**src/rtl/sio_cfg_pkg.sv**
```systemverilog
`timescale 1ns/1ps
package sio_cfg_pkg;
   localparam int ISA_AW = 16;

   // field positions inside the configuration byte
   localparam int FDC_BIT  = 0;
   localparam int LPT_LSB  = 1;
   localparam int UART_LSB = 3;
   localparam int IDE_BIT  = 6;

   // bit of a serial base that steers it to the primary interrupt
   localparam int UART_PRI_ADDR_BIT = 8;

   localparam logic [ISA_AW-1:0] FDC_BASE     = 16'h03F0;
   localparam logic [ISA_AW-1:0] IDE_CMD_BASE = 16'h01F0;
   localparam logic [ISA_AW-1:0] IDE_CTL_ADDR = 16'h03F6;

   localparam logic [ISA_AW-1:0] LPT_MONO = 16'h03BC;
   localparam logic [ISA_AW-1:0] LPT_PRI  = 16'h0378;
   localparam logic [ISA_AW-1:0] LPT_SEC  = 16'h0278;

   localparam logic [ISA_AW-1:0] COM_3F8 = 16'h03F8;
   localparam logic [ISA_AW-1:0] COM_2F8 = 16'h02F8;
   localparam logic [ISA_AW-1:0] COM_3E8 = 16'h03E8;
   localparam logic [ISA_AW-1:0] COM_2E8 = 16'h02E8;

   typedef enum logic [1:0] {
      LPT_OFF    = 2'b00,
      LPT_AT_3BC = 2'b01,
      LPT_AT_378 = 2'b10,
      LPT_AT_278 = 2'b11
   } lpt_sel_e;

   typedef enum logic [2:0] {
      UART_NONE0   = 3'b000,
      UART_A_ONLY  = 3'b001,
      UART_B_ONLY  = 3'b010,
      UART_BOTH    = 3'b011,
      UART_ALT     = 3'b100,
      UART_NONE5   = 3'b101,
      UART_B_AT_1  = 3'b110,
      UART_SWAPPED = 3'b111
   } uart_sel_e;
endpackage

```
**src/rtl/sio_win_match.sv**
```systemverilog
`timescale 1ns/1ps
module sio_win_match #(
   parameter int ADDR_W = 16,
   parameter int SPAN_W = 4
) (
   input  logic [ADDR_W-1:0] addr,
   input  logic [ADDR_W-1:0] base,
   input  logic [SPAN_W-1:0] span,
   input  logic              en,
   output logic              hit
);
   if (SPAN_W >= ADDR_W) begin : g_bad_span
      $error("sio_win_match: SPAN_W must be narrower than ADDR_W");
   end

   logic [ADDR_W-1:0] offset;

   assign offset = addr - base;
   assign hit    = en && (addr >= base) && (offset < ADDR_W'(span));
endmodule

```
**src/rtl/sio_cfg_reg.sv**
```systemverilog
`timescale 1ns/1ps
module sio_cfg_reg
   import sio_cfg_pkg::*;
#(
   parameter int                ADDR_W    = 16,
   parameter int                DATA_W    = 8,
   parameter logic [ADDR_W-1:0] CFG_ADDR  = 16'h03F3,
   parameter logic [DATA_W-1:0] RESET_VAL = 8'h9D
) (
   input  logic              clk,
   input  logic              rst_n,
   input  logic [ADDR_W-1:0] io_addr,
   input  logic              io_rd,
   input  logic              io_wr,
   input  logic [DATA_W-1:0] io_wdata,
   output logic [DATA_W-1:0] io_rdata,
   output logic              io_rdata_oe,
   output logic              fdc_en,
   output logic [1:0]        lpt_sel,
   output logic [2:0]        uart_sel,
   output logic              ide_req
);
   if (DATA_W != 8) begin : g_bad_data
      $error("sio_cfg_reg: configuration byte must be 8 bits");
   end

   logic              addr_hit;
   logic [DATA_W-1:0] cfg_r;

   assign addr_hit = (io_addr == CFG_ADDR);

   always_ff @(posedge clk or negedge rst_n) begin
      if (!rst_n)
         cfg_r <= RESET_VAL;
      else if (io_wr && addr_hit)
         cfg_r <= io_wdata;
   end

   assign io_rdata_oe = io_rd && addr_hit;
   assign io_rdata    = io_rdata_oe ? cfg_r : '0;

   assign fdc_en   = cfg_r[FDC_BIT];
   assign lpt_sel  = cfg_r[LPT_LSB +: 2];
   assign uart_sel = cfg_r[UART_LSB +: 3];
   assign ide_req  = cfg_r[IDE_BIT];

   assert_load_R1: assert property (@(posedge clk) disable iff (!rst_n)
      (io_wr && (io_addr == CFG_ADDR)) |=> (cfg_r == $past(io_wdata)));

   assert_hold_R2: assert property (@(posedge clk) disable iff (!rst_n)
      !(io_wr && (io_addr == CFG_ADDR)) |=> $stable(cfg_r));

   assert_release_R3: assert property (@(posedge clk) disable iff (!rst_n)
      !io_rd |-> (!io_rdata_oe && (io_rdata == '0)));

   assert_reset_val_R4: assert property (@(posedge clk) disable iff (!rst_n)
      $rose(rst_n) |-> (cfg_r == RESET_VAL));
endmodule

```
**src/rtl/sio_lpt_map.sv**
```systemverilog
`timescale 1ns/1ps
module sio_lpt_map
   import sio_cfg_pkg::*;
#(
   parameter int ADDR_W = 16
) (
   input  logic              clk,
   input  logic              rst_n,
   input  logic [ADDR_W-1:0] io_addr,
   input  logic [1:0]        lpt_sel,
   output logic              cs_lpt
);
   localparam int SPAN_W    = 3;
   localparam int MONO_SPAN = 3;
   localparam int STD_SPAN  = 4;

   logic              win_en;
   logic [ADDR_W-1:0] win_base;
   logic [SPAN_W-1:0] win_span;

   always_comb begin
      win_en   = 1'b1;
      win_base = '0;
      win_span = SPAN_W'(STD_SPAN);
      unique case (lpt_sel_e'(lpt_sel))
         LPT_AT_3BC: begin
            win_base = ADDR_W'(LPT_MONO);
            win_span = SPAN_W'(MONO_SPAN);
         end
         LPT_AT_378: win_base = ADDR_W'(LPT_PRI);
         LPT_AT_278: win_base = ADDR_W'(LPT_SEC);
         default: begin
            win_en   = 1'b0;
            win_span = '0;
         end
      endcase
   end

   sio_win_match #(.ADDR_W(ADDR_W), .SPAN_W(SPAN_W)) u_lpt_win (
      .addr (io_addr),
      .base (win_base),
      .span (win_span),
      .en   (win_en),
      .hit  (cs_lpt)
   );

   assert_lpt_off_R6: assert property (@(posedge clk) disable iff (!rst_n)
      (lpt_sel == 2'b00) |-> !cs_lpt);

   assert_lpt_mono_top_R6: assert property (@(posedge clk) disable iff (!rst_n)
      ((lpt_sel == 2'b01) && (io_addr == ADDR_W'(16'h03BF))) |-> !cs_lpt);
endmodule

```
**src/rtl/sio_uart_map.sv**
```systemverilog
`timescale 1ns/1ps
module sio_uart_map
   import sio_cfg_pkg::*;
#(
   parameter int ADDR_W  = 16,
   parameter int IRQ_W   = 4,
   parameter int IRQ_PRI = 4,
   parameter int IRQ_SEC = 3
) (
   input  logic                        clk,
   input  logic                        rst_n,
   input  logic [ADDR_W-1:0]           io_addr,
   input  logic [2:0]                  uart_sel,
   output logic [1:0]                  cs_uart,
   output logic [1:0][IRQ_W-1:0]       irq_num,
   output logic [1:0]                  irq_vld
);
   localparam int NPORT   = 2;
   localparam int SPAN_W  = 4;
   localparam int WIN_LEN = 8;

   if (IRQ_PRI >= (1 << IRQ_W) || IRQ_SEC >= (1 << IRQ_W)) begin : g_bad_irq
      $error("sio_uart_map: interrupt numbers do not fit IRQ_W");
   end
   if (IRQ_PRI == 0 || IRQ_SEC == 0 || IRQ_PRI == IRQ_SEC) begin : g_bad_irq_val
      $error("sio_uart_map: interrupt numbers must be distinct and nonzero");
   end

   logic [NPORT-1:0]             port_en;
   logic [NPORT-1:0][ADDR_W-1:0] port_base;

   always_comb begin
      port_en   = '0;
      port_base = '0;
      unique case (uart_sel_e'(uart_sel))
         UART_A_ONLY: begin
            port_en[0] = 1'b1; port_base[0] = ADDR_W'(COM_3F8);
         end
         UART_B_ONLY: begin
            port_en[1] = 1'b1; port_base[1] = ADDR_W'(COM_2F8);
         end
         UART_BOTH: begin
            port_en    = 2'b11;
            port_base[0] = ADDR_W'(COM_3F8);
            port_base[1] = ADDR_W'(COM_2F8);
         end
         UART_ALT: begin
            port_en    = 2'b11;
            port_base[0] = ADDR_W'(COM_3E8);
            port_base[1] = ADDR_W'(COM_2E8);
         end
         UART_B_AT_1: begin
            port_en[1] = 1'b1; port_base[1] = ADDR_W'(COM_3F8);
         end
         UART_SWAPPED: begin
            port_en    = 2'b11;
            port_base[0] = ADDR_W'(COM_2F8);
            port_base[1] = ADDR_W'(COM_3F8);
         end
         default: port_en = '0;
      endcase
   end

   for (genvar p = 0; p < NPORT; p++) begin : g_port
      sio_win_match #(.ADDR_W(ADDR_W), .SPAN_W(SPAN_W)) u_win (
         .addr (io_addr),
         .base (port_base[p]),
         .span (SPAN_W'(WIN_LEN)),
         .en   (port_en[p]),
         .hit  (cs_uart[p])
      );

      always_comb begin
         if (!port_en[p])
            irq_num[p] = '0;
         else if (port_base[p][UART_PRI_ADDR_BIT])
            irq_num[p] = IRQ_W'(IRQ_PRI);
         else
            irq_num[p] = IRQ_W'(IRQ_SEC);
      end
      assign irq_vld[p] = port_en[p];

      assert_irq_value_R8: assert property (@(posedge clk) disable iff (!rst_n)
         irq_vld[p] |-> ((irq_num[p] == IRQ_W'(IRQ_PRI)) || (irq_num[p] == IRQ_W'(IRQ_SEC))));

      assert_irq_idle_R8: assert property (@(posedge clk) disable iff (!rst_n)
         !irq_vld[p] |-> ((irq_num[p] == '0) && !cs_uart[p]));
   end

   assert_uart_exclusive_R7: assert property (@(posedge clk) disable iff (!rst_n)
      $onehot0(cs_uart));
endmodule

```
**src/rtl/sio_cfg_decoder.sv**
```systemverilog
`timescale 1ns/1ps
module sio_cfg_decoder
   import sio_cfg_pkg::*;
#(
   parameter int ADDR_W      = 16,
   parameter int DATA_W      = 8,
   parameter int IRQ_W       = 4,
   parameter int IRQ_PRI     = 4,
   parameter int IRQ_SEC     = 3,
   parameter bit IDE_PRESENT = 1'b1,
   parameter logic [ADDR_W-1:0] CFG_ADDR  = 16'h03F3,
   parameter logic [DATA_W-1:0] RESET_VAL = 8'h9D
) (
   input  logic              clk,
   input  logic              rst_n,
   input  logic [ADDR_W-1:0] io_addr,
   input  logic              io_rd,
   input  logic              io_wr,
   input  logic [DATA_W-1:0] io_wdata,
   output logic [DATA_W-1:0] io_rdata,
   output logic              io_rdata_oe,
   output logic              cs_fdc,
   output logic              cs_lpt,
   output logic              cs_uart_a,
   output logic              cs_uart_b,
   output logic              cs_ide_cmd,
   output logic              cs_ide_ctl,
   output logic [IRQ_W-1:0]  uart_a_irq,
   output logic              uart_a_irq_vld,
   output logic [IRQ_W-1:0]  uart_b_irq,
   output logic              uart_b_irq_vld
);
   localparam int FDC_LEN_LOG = 3;
   localparam logic [ADDR_W-1:0] FDC_BASE_W = ADDR_W'(FDC_BASE);
   localparam logic [ADDR_W-1:0] IDE_CTL_W  = ADDR_W'(IDE_CTL_ADDR);
   localparam logic [FDC_LEN_LOG-1:0] CFG_OFF = CFG_ADDR[FDC_LEN_LOG-1:0];
   localparam logic [FDC_LEN_LOG-1:0] CTL_OFF = IDE_CTL_W[FDC_LEN_LOG-1:0];

   if (ADDR_W < 12) begin : g_bad_addr
      $error("sio_cfg_decoder: ADDR_W must cover the 12-bit legacy I/O space");
   end

   logic                  fdc_en;
   logic [1:0]            lpt_sel;
   logic [2:0]            uart_sel;
   logic                  ide_req;
   logic                  ide_on;
   logic                  fdc_range;
   logic [FDC_LEN_LOG-1:0] fdc_off;
   logic [1:0]            uart_cs;
   logic [1:0][IRQ_W-1:0] uart_irq;
   logic [1:0]            uart_vld;

   sio_cfg_reg #(
      .ADDR_W    (ADDR_W),
      .DATA_W    (DATA_W),
      .CFG_ADDR  (CFG_ADDR),
      .RESET_VAL (RESET_VAL)
   ) u_reg (
      .clk         (clk),
      .rst_n       (rst_n),
      .io_addr     (io_addr),
      .io_rd       (io_rd),
      .io_wr       (io_wr),
      .io_wdata    (io_wdata),
      .io_rdata    (io_rdata),
      .io_rdata_oe (io_rdata_oe),
      .fdc_en      (fdc_en),
      .lpt_sel     (lpt_sel),
      .uart_sel    (uart_sel),
      .ide_req     (ide_req)
   );

   assign ide_on = IDE_PRESENT ? ide_req : 1'b0;

   // floppy block: eight bytes, minus the config byte and the shared control port
   assign fdc_range = (io_addr[ADDR_W-1:FDC_LEN_LOG] == FDC_BASE_W[ADDR_W-1:FDC_LEN_LOG]);
   assign fdc_off   = io_addr[FDC_LEN_LOG-1:0];
   assign cs_fdc    = fdc_en && fdc_range && (fdc_off != CFG_OFF)
                      && !(ide_on && (fdc_off == CTL_OFF));

   sio_lpt_map #(.ADDR_W(ADDR_W)) u_lpt (
      .clk     (clk),
      .rst_n   (rst_n),
      .io_addr (io_addr),
      .lpt_sel (lpt_sel),
      .cs_lpt  (cs_lpt)
   );

   sio_uart_map #(
      .ADDR_W  (ADDR_W),
      .IRQ_W   (IRQ_W),
      .IRQ_PRI (IRQ_PRI),
      .IRQ_SEC (IRQ_SEC)
   ) u_uart (
      .clk      (clk),
      .rst_n    (rst_n),
      .io_addr  (io_addr),
      .uart_sel (uart_sel),
      .cs_uart  (uart_cs),
      .irq_num  (uart_irq),
      .irq_vld  (uart_vld)
   );

   assign cs_uart_a      = uart_cs[0];
   assign cs_uart_b      = uart_cs[1];
   assign uart_a_irq     = uart_irq[0];
   assign uart_b_irq     = uart_irq[1];
   assign uart_a_irq_vld = uart_vld[0];
   assign uart_b_irq_vld = uart_vld[1];

   if (IDE_PRESENT) begin : g_ide
      sio_win_match #(.ADDR_W(ADDR_W), .SPAN_W(4)) u_ide_cmd (
         .addr (io_addr),
         .base (ADDR_W'(IDE_CMD_BASE)),
         .span (4'd8),
         .en   (ide_on),
         .hit  (cs_ide_cmd)
      );
      assign cs_ide_ctl = ide_on && (io_addr == IDE_CTL_W);
   end else begin : g_no_ide
      assign cs_ide_cmd = 1'b0;
      assign cs_ide_ctl = 1'b0;
   end

   assert_fdc_cfg_gap_R5: assert property (@(posedge clk) disable iff (!rst_n)
      (io_addr == CFG_ADDR) |-> !cs_fdc);

   assert_fdc_enable_R5: assert property (@(posedge clk) disable iff (!rst_n)
      cs_fdc |-> (io_rdata == '0 || io_rd) && fdc_en);

   assert_ide_gate_R9: assert property (@(posedge clk) disable iff (!rst_n)
      (cs_ide_cmd || cs_ide_ctl) |-> ide_req);

   assert_single_select_R10: assert property (@(posedge clk) disable iff (!rst_n)
      $onehot0({cs_fdc, cs_lpt, cs_uart_a, cs_uart_b, cs_ide_cmd, cs_ide_ctl}));
endmodule

```
**config.mk**
```make
export PLATFORM = sky130hd
export DESIGN_NAME = sio_cfg_decoder
export DESIGN_NICKNAME = d
export VERILOG_FILES = /design/src/rtl/sio_cfg_pkg.sv /design/src/rtl/sio_win_match.sv /design/src/rtl/sio_cfg_reg.sv /design/src/rtl/sio_lpt_map.sv /design/src/rtl/sio_uart_map.sv /design/src/rtl/sio_cfg_decoder.sv
export SDC_FILE = /design/constraint.sdc
export NUM_CORES = 1
export LEC_CHECK = 0
export BUFFER_PORTS_ARGS = -buffer_cell sky130_fd_sc_hd__clkbuf_2
export CAP_MARGIN = 20
export CELL_PAD_IN_SITES_DETAIL_PLACEMENT = 2
export CELL_PAD_IN_SITES_GLOBAL_PLACEMENT = 2
export CORE_AREA = 2 2 129 131
export DETAILED_ROUTE_END_ITERATION = 7
export DIE_AREA = 0 0 131 133
export PLACE_DENSITY = 0.82
export RECOVER_POWER = 50
export SYNTH_ARGS = -nofsm -noshare
export SYNTH_HDL_FRONTEND = slang
export SYNTH_HIERARCHICAL = 1
export SYNTH_SLANG_ARGS = --single-unit
```
**constraint.sdc**
```tcl
create_clock -name clk -period 5.92 [get_ports clk]
set_input_delay 1.48 -clock clk [delete_from_list [all_inputs] [get_ports clk]]
set_output_delay 1.48 -clock clk [all_outputs]
set_load 0.05 [all_outputs]
```
# == After elaboration in Yosys (flattened, before gate mapping) ==
# Index checks and enable logic that the tools add are counted.
# Widths: inputs -> output; s select.
# totals
regBits,8
inputBits,28
output_inout_bits,25
elab_cells,62
# op_classes
n_addsub,4
n_lt_le_gt_ge,8
eq_ne,14
muxes,12
reduce_logical,23
# ops
op,count
$pmux 10 s3,3
$ge 16x16->1,3
$lt 16x4->1 const B,3
$sub 16x10->16,3
$eq 16x10->1 const B,2
$ge 16x9->1 const B,1
$lt 16x3->1,1
$sub 16x9->16 const B,1
$logic_and 1x1->1,15
$eq 13x7->1 const B,1
$eq 3x3->1 const B,4
$mux 4,2
$mux 8,1
$reduce_or 2->1,4
$eq 3x2->1 const B,2
$mux 3,2
$pmux 3 s2,1
$reduce_or 5->1,1
$eq 2x2->1 const B,2
$reduce_or 4->1,1
$eq 3x1->1 const B,1
$mux 1,3
$ne 3x2->1 const B,1
$reduce_or 3->1,1
other kinds (2),2

# == Depth between registers and ports, before layout ==
# logic_depth
depth_word,6
ltp_mapped,16
mapped_depth_nobuf,15

# == Modules after synthesis ==
# The synthesis kept the hierarchy.
# by_module_without_submodules
module,instances,cells_per_inst,area_each_um2
sio_win_match (u_uart.g_port[0].u_win ...),2,139,948.4
sio_win_match (u_lpt.u_lpt_win),1,148,1033.5
sio_win_match (g_ide.u_ide_cmd),1,139,970.9
sio_cfg_reg,1,37,483.0
sio_uart_map,1,22,143.9
sio_cfg_decoder,1,13,97.6
sio_lpt_map,1,9,71.3

# == Worst setup path after synthesis ==
# Ideal clock, no wire load.
# synth_path
path_kind,input-to-output
startpoint,in io_addr[1]
endpoint,out cs_ide_cmd
arrival_ns,4.623
setup_slack_ns,-0.183
path_stages,11
path_buffers,0
cell_sequence,inv_1 fa_1 inv_1 ha_1 a21boi_0 o21ai_0 nand2b_1 a2111oi_0 nand4b_1 or4_1 nor3_1
# synth_via
elab_chain_cells,3
# synth_lines
item,line,source
"start, declared",sio_cfg_decoder.sv:16,"input logic [ADDR_W-1:0] io_addr,"
$sub 16x9->16 or $ge 16x9->1 (tied branches),"sio_win_match.sv:18, sio_win_match.sv:19",
$lt 16x4->1 or $logic_and 1x1->1 (tied branches),sio_win_match.sv:19,assign hit = en && (addr >= base) && (offset < ADDR_W'(span));
$logic_and 1x1->1 (*),sio_win_match.sv:19,
"end, declared",sio_cfg_decoder.sv:26,"output logic cs_ide_cmd,"
# Every way passes the cells marked *; elsewhere a longest branch is shown, timed or not.

# == Final worst setup path ==
# layout_path
startpoint,in io_addr[1]
endpoint,out cs_uart_b
# layout_via
elab_chain_cells,3
# layout_lines
item,line,source
$sub 16x10->16 or $ge 16x16->1 (tied branches),"sio_win_match.sv:18, sio_win_match.sv:19",
$lt 16x4->1 or $logic_and 1x1->1 (tied branches),sio_win_match.sv:19,
$logic_and 1x1->1 (*),sio_win_match.sv:19,
"end, declared",sio_cfg_decoder.sv:25,"output logic cs_uart_b,"
# Marked as above.

==> impl_metrics.tcl <==
set metrics [dict create \
    path_clk_slew_ns 0.04 \
    finClkSkew_ns 0 \
    h-tree-depth 1 \
    yosysUniqueCellTypes 86 \
    start_kind "input pin" \
    ios 53 \
    wl_mm 16.62 \
    wl_per_cell_um 17.17 \
    ir_worst_vdd_mv 0.07118 \
    max_stage_delay_ns 0.38 \
    rsz0062_at_grt "no" \
    cp_common_cell "clkbuf_4" \
    crit_arrival_ns 4.30 \
    placed_area_um2 5416 \
    fin_nets 860 \
    first_pass_iters 4 \
    cts.path.max_buffers 2 \
    die_y_um 133 \
    max_freq_mhz 172.9 \
    finalCriticalPeriod_ns 5.782 \
    place.gp.congestion 0.8181 \
    hp-class "flop to flop" \
    die_area_um2 17420 \
    antenna_left 0 \
    hold_viol_final 0 \
    synthArstFlopShare_pct 100.0 \
    relSlewSlack_pct 59.93 \
    synth_seq_cells 8 \
    area_growth_pct 17.10 \
    fill_cells 1954 \
    cts.sinks 8 \
    root_buffer "clkbuf_16" \
    setup_viol 0 \
    max_flop_register "u_reg/cfg_r" \
    tritoncts "yes" \
    start_util_pct 29.04 \
    post-cts-setup-buffers 0 \
    final_cells 968 \
    maxCapViolations 0 \
    core_um2 16170 \
    utilization_pct 34.01 \
    path_max_fanout 8 \
    reg_top3 "u_reg/cfg_r: 8 flops" \
    critPathKind "input pin to primary output" \
    power.density_nw_per_um2 103.5 \
    grt_pass1_wl_mm 27.10 \
    synth-edff-count 0 \
    p_total_mw 0.5694 \
    yosysSeqAreaShare_pct 4.395 \
    hold_buffers 0 \
    initialDrtViolationCount 193 \
    layout-drive-gt1-share_pct 14.44 \
    ys.flop_type "dfstp_2" \
    antenna_found_initial 0 \
    grt_start_max_net_pins 11 \
    n_antenna_cell 0 \
    placedCellCount 964 \
    largest_register_ffs 8 \
    grt_pass1_vias 5353 \
    slowest_stage "or3b_1" \
    io_buffers 50 \
    report.final.slew_viol_count 0 \
    final_cell_area_um2 5500 \
    status "finished, final reports clean" \
    viasPerCell 5.160 \
    synth.avg_cell_area_um2 7.271 \
    clock_latency_ns 0.23 \
    path_cells "clkbuf_4 -> buf_4 -> ha_1 -> nor2b_1 -> o31a_1 -> o21a_1 -> nor4b_2 -> nor2_1 -> a221o_1 -> or3b_1 -> a211oi_2 -> clkbuf_4" \
    track_usage_pct 19.28 \
    postLayoutSetupSlackWorst_ns 0.1376 \
    worstSetupEndpointType "primary output" \
    fp-row-count 47 \
    overflow 0 \
    timing.final.crit_share_pct 97.68 \
    via_count 4995 \
    pre_cts_ws_ns -0.1563 \
    syn_area_um2 4697 \
    worstMarginPinSlew_ns 0.6037 \
    netlist_instances 646 \
    numCtsBuffers 3 \
    synth_warnings 6 \
    p_leak_nw 2.378 \
    drc_errors 0 \
    hpwl_mm 13.75 \
    fp.dieW_um 131 \
    cp_data_required_time_ns 4.44 \
]
worst max-delay path, delay by kind of cell:
| kind | cells | cell delay [ns] |
|---|---|---|
| AO/OA/AOI/OAI | 4 | 1.07 |
| adder cells (fa/ha/maj) | 1 | 0.24 |
| buffers and inverters | 3 | 0.62 |
| AND/OR/NAND/NOR | 4 | 0.91 |
power by group:
part / switching, mW / internal, mW
combinational: 0.238 / 0.158
clock: 0.0287 / 0.0900
sequential: 0.0000334 / 0.0551
repair_timing:
| action | CTS | global route |
|---|---|---|
| resized for setup | 5 | 7 |
| pin swaps | 0 | 3 |
| cloned | 0 | 0 |
| endpoints found under the setup margin | 3 | 4 |
kinds of logic after synthesis:
family	synth area share, %
XOR/XNOR	3.170
flip-flops	4.395
other	0.3996
buffers and inverters	11.40
AO/OA/AOI/OAI	28.10
adder cells (fa/ha/maj)	22.75
AND/OR/NAND/NOR	26.29
multiplexers	3.490
final timing paths:
path	startpoint	to	slack, ns	depth (start not counted)
setup / recovery	io_addr[1]	cs_uart_b	0.14	12
hold / removal	u_reg/cfg_r[1]	u_reg/cfg_r[1]	0.62	1
setup reg to reg	u_reg/cfg_r[5]	u_reg/cfg_r[5]	5.01	1
hold reg to reg	u_reg/cfg_r[1]	u_reg/cfg_r[1]	0.62	1
max in group asynchronous	rst_n	u_reg/cfg_r[2]	4.38	1
min in group asynchronous	rst_n	u_reg/cfg_r[6]	1.18	1
per-layer routing:
metal	wire (µm)	GRT usage, %	up-vias
met5	0	0	-
met4	180	2.009	0
met3	240	0.7683	11
met2	8625	36.15	39
met1	7573	24.90	2474
li1	-	-	2471
synth_stat cells (4+ instances only):
master | n | area share (%)
fa_1 | 4 | 1.7
a21oi_1 | 44 | 4.7
o21a_1 | 17 | 2.7
a21o_1 | 5 | 0.80
mux2i_1 | 4 | 0.85
or4_1 | 5 | 0.80
nand4_1 | 13 | 1.7
and3_1 | 6 | 0.80
o32ai_1 | 4 | 0.75
o211ai_1 | 6 | 0.96
a211oi_1 | 8 | 1.3
nor2_1 | 33 | 2.6
xor2_1 | 5 | 0.93
and2_1 | 8 | 1.1
nor3b_1 | 7 | 1.1
nand2_1 | 29 | 2.3
or3_1 | 5 | 0.67
conb_1 | 5 | 0.40
a21boi_0 | 5 | 0.80
dfstp_2 | 5 | 2.8
nand3_1 | 10 | 1.1
o21ai_0 | 45 | 4.8
nor4_1 | 4 | 0.53
ha_1 | 79 | 21
nor3_1 | 17 | 1.8
nand2b_1 | 13 | 1.7
mux2_2 | 10 | 2.4
nor2b_1 | 16 | 2.1
inv_1 | 108 | 8.6
nand4b_1 | 6 | 1.1
a31oi_1 | 7 | 0.93
xnor2_1 | 12 | 2.2
buf_4 | 13 | 2.1
o21ai_1 | 4 | 0.43
cell type report:
class | count | area (µm²) | area share (%)
multi-input cells | 567 | 4175 | 75.91
inverters | 108 | 405.4 | 7.370
repair buffers | 61 | 359.1 | 6.529
well taps | 220 | 275.3 | 5.005
flip-flops and latches | 8 | 206.4 | 3.753
clock buffers | 4 | 78.83 | 1.433
cell usage in the layout (no fill, tap or decap), types with 5 or more instances in the layout:
cell type / instances
mux2_2: 10
and3_1: 6
ha_1: 79
nand4b_1: 6
nor3b_1: 7
nand2b_1: 13
xnor2_1: 12
nor2b_1: 16
a211oi_1: 8
or3_1: 5
a21o_1: 5
clkbuf_1: 6
clkbuf_2: 42
nor3_1: 16
and2_1: 8
buf_4: 10
o21a_1: 17
a21boi_0: 5
a31oi_1: 7
inv_1: 108
nand4_1: 14
o21ai_1: 5
a21oi_1: 44
conb_1: 60
o21ai_0: 44
xor2_1: 5
nand3_1: 10
nor2_1: 33
nand2_1: 29
o211ai_1: 6
dfstp_2: 5
per-stage QoR:
step | hold slack (ns) | TNS [ns]
global route | 0.6402 | 0
global placement | 0.5909 | 0
CTS | 0.6237 | 0
finish | 0.6177 | 0
floorplan | 0.4947 | 0
detailed placement | 0.6110 | -0.2477
(Power assumes the default switching activity.)
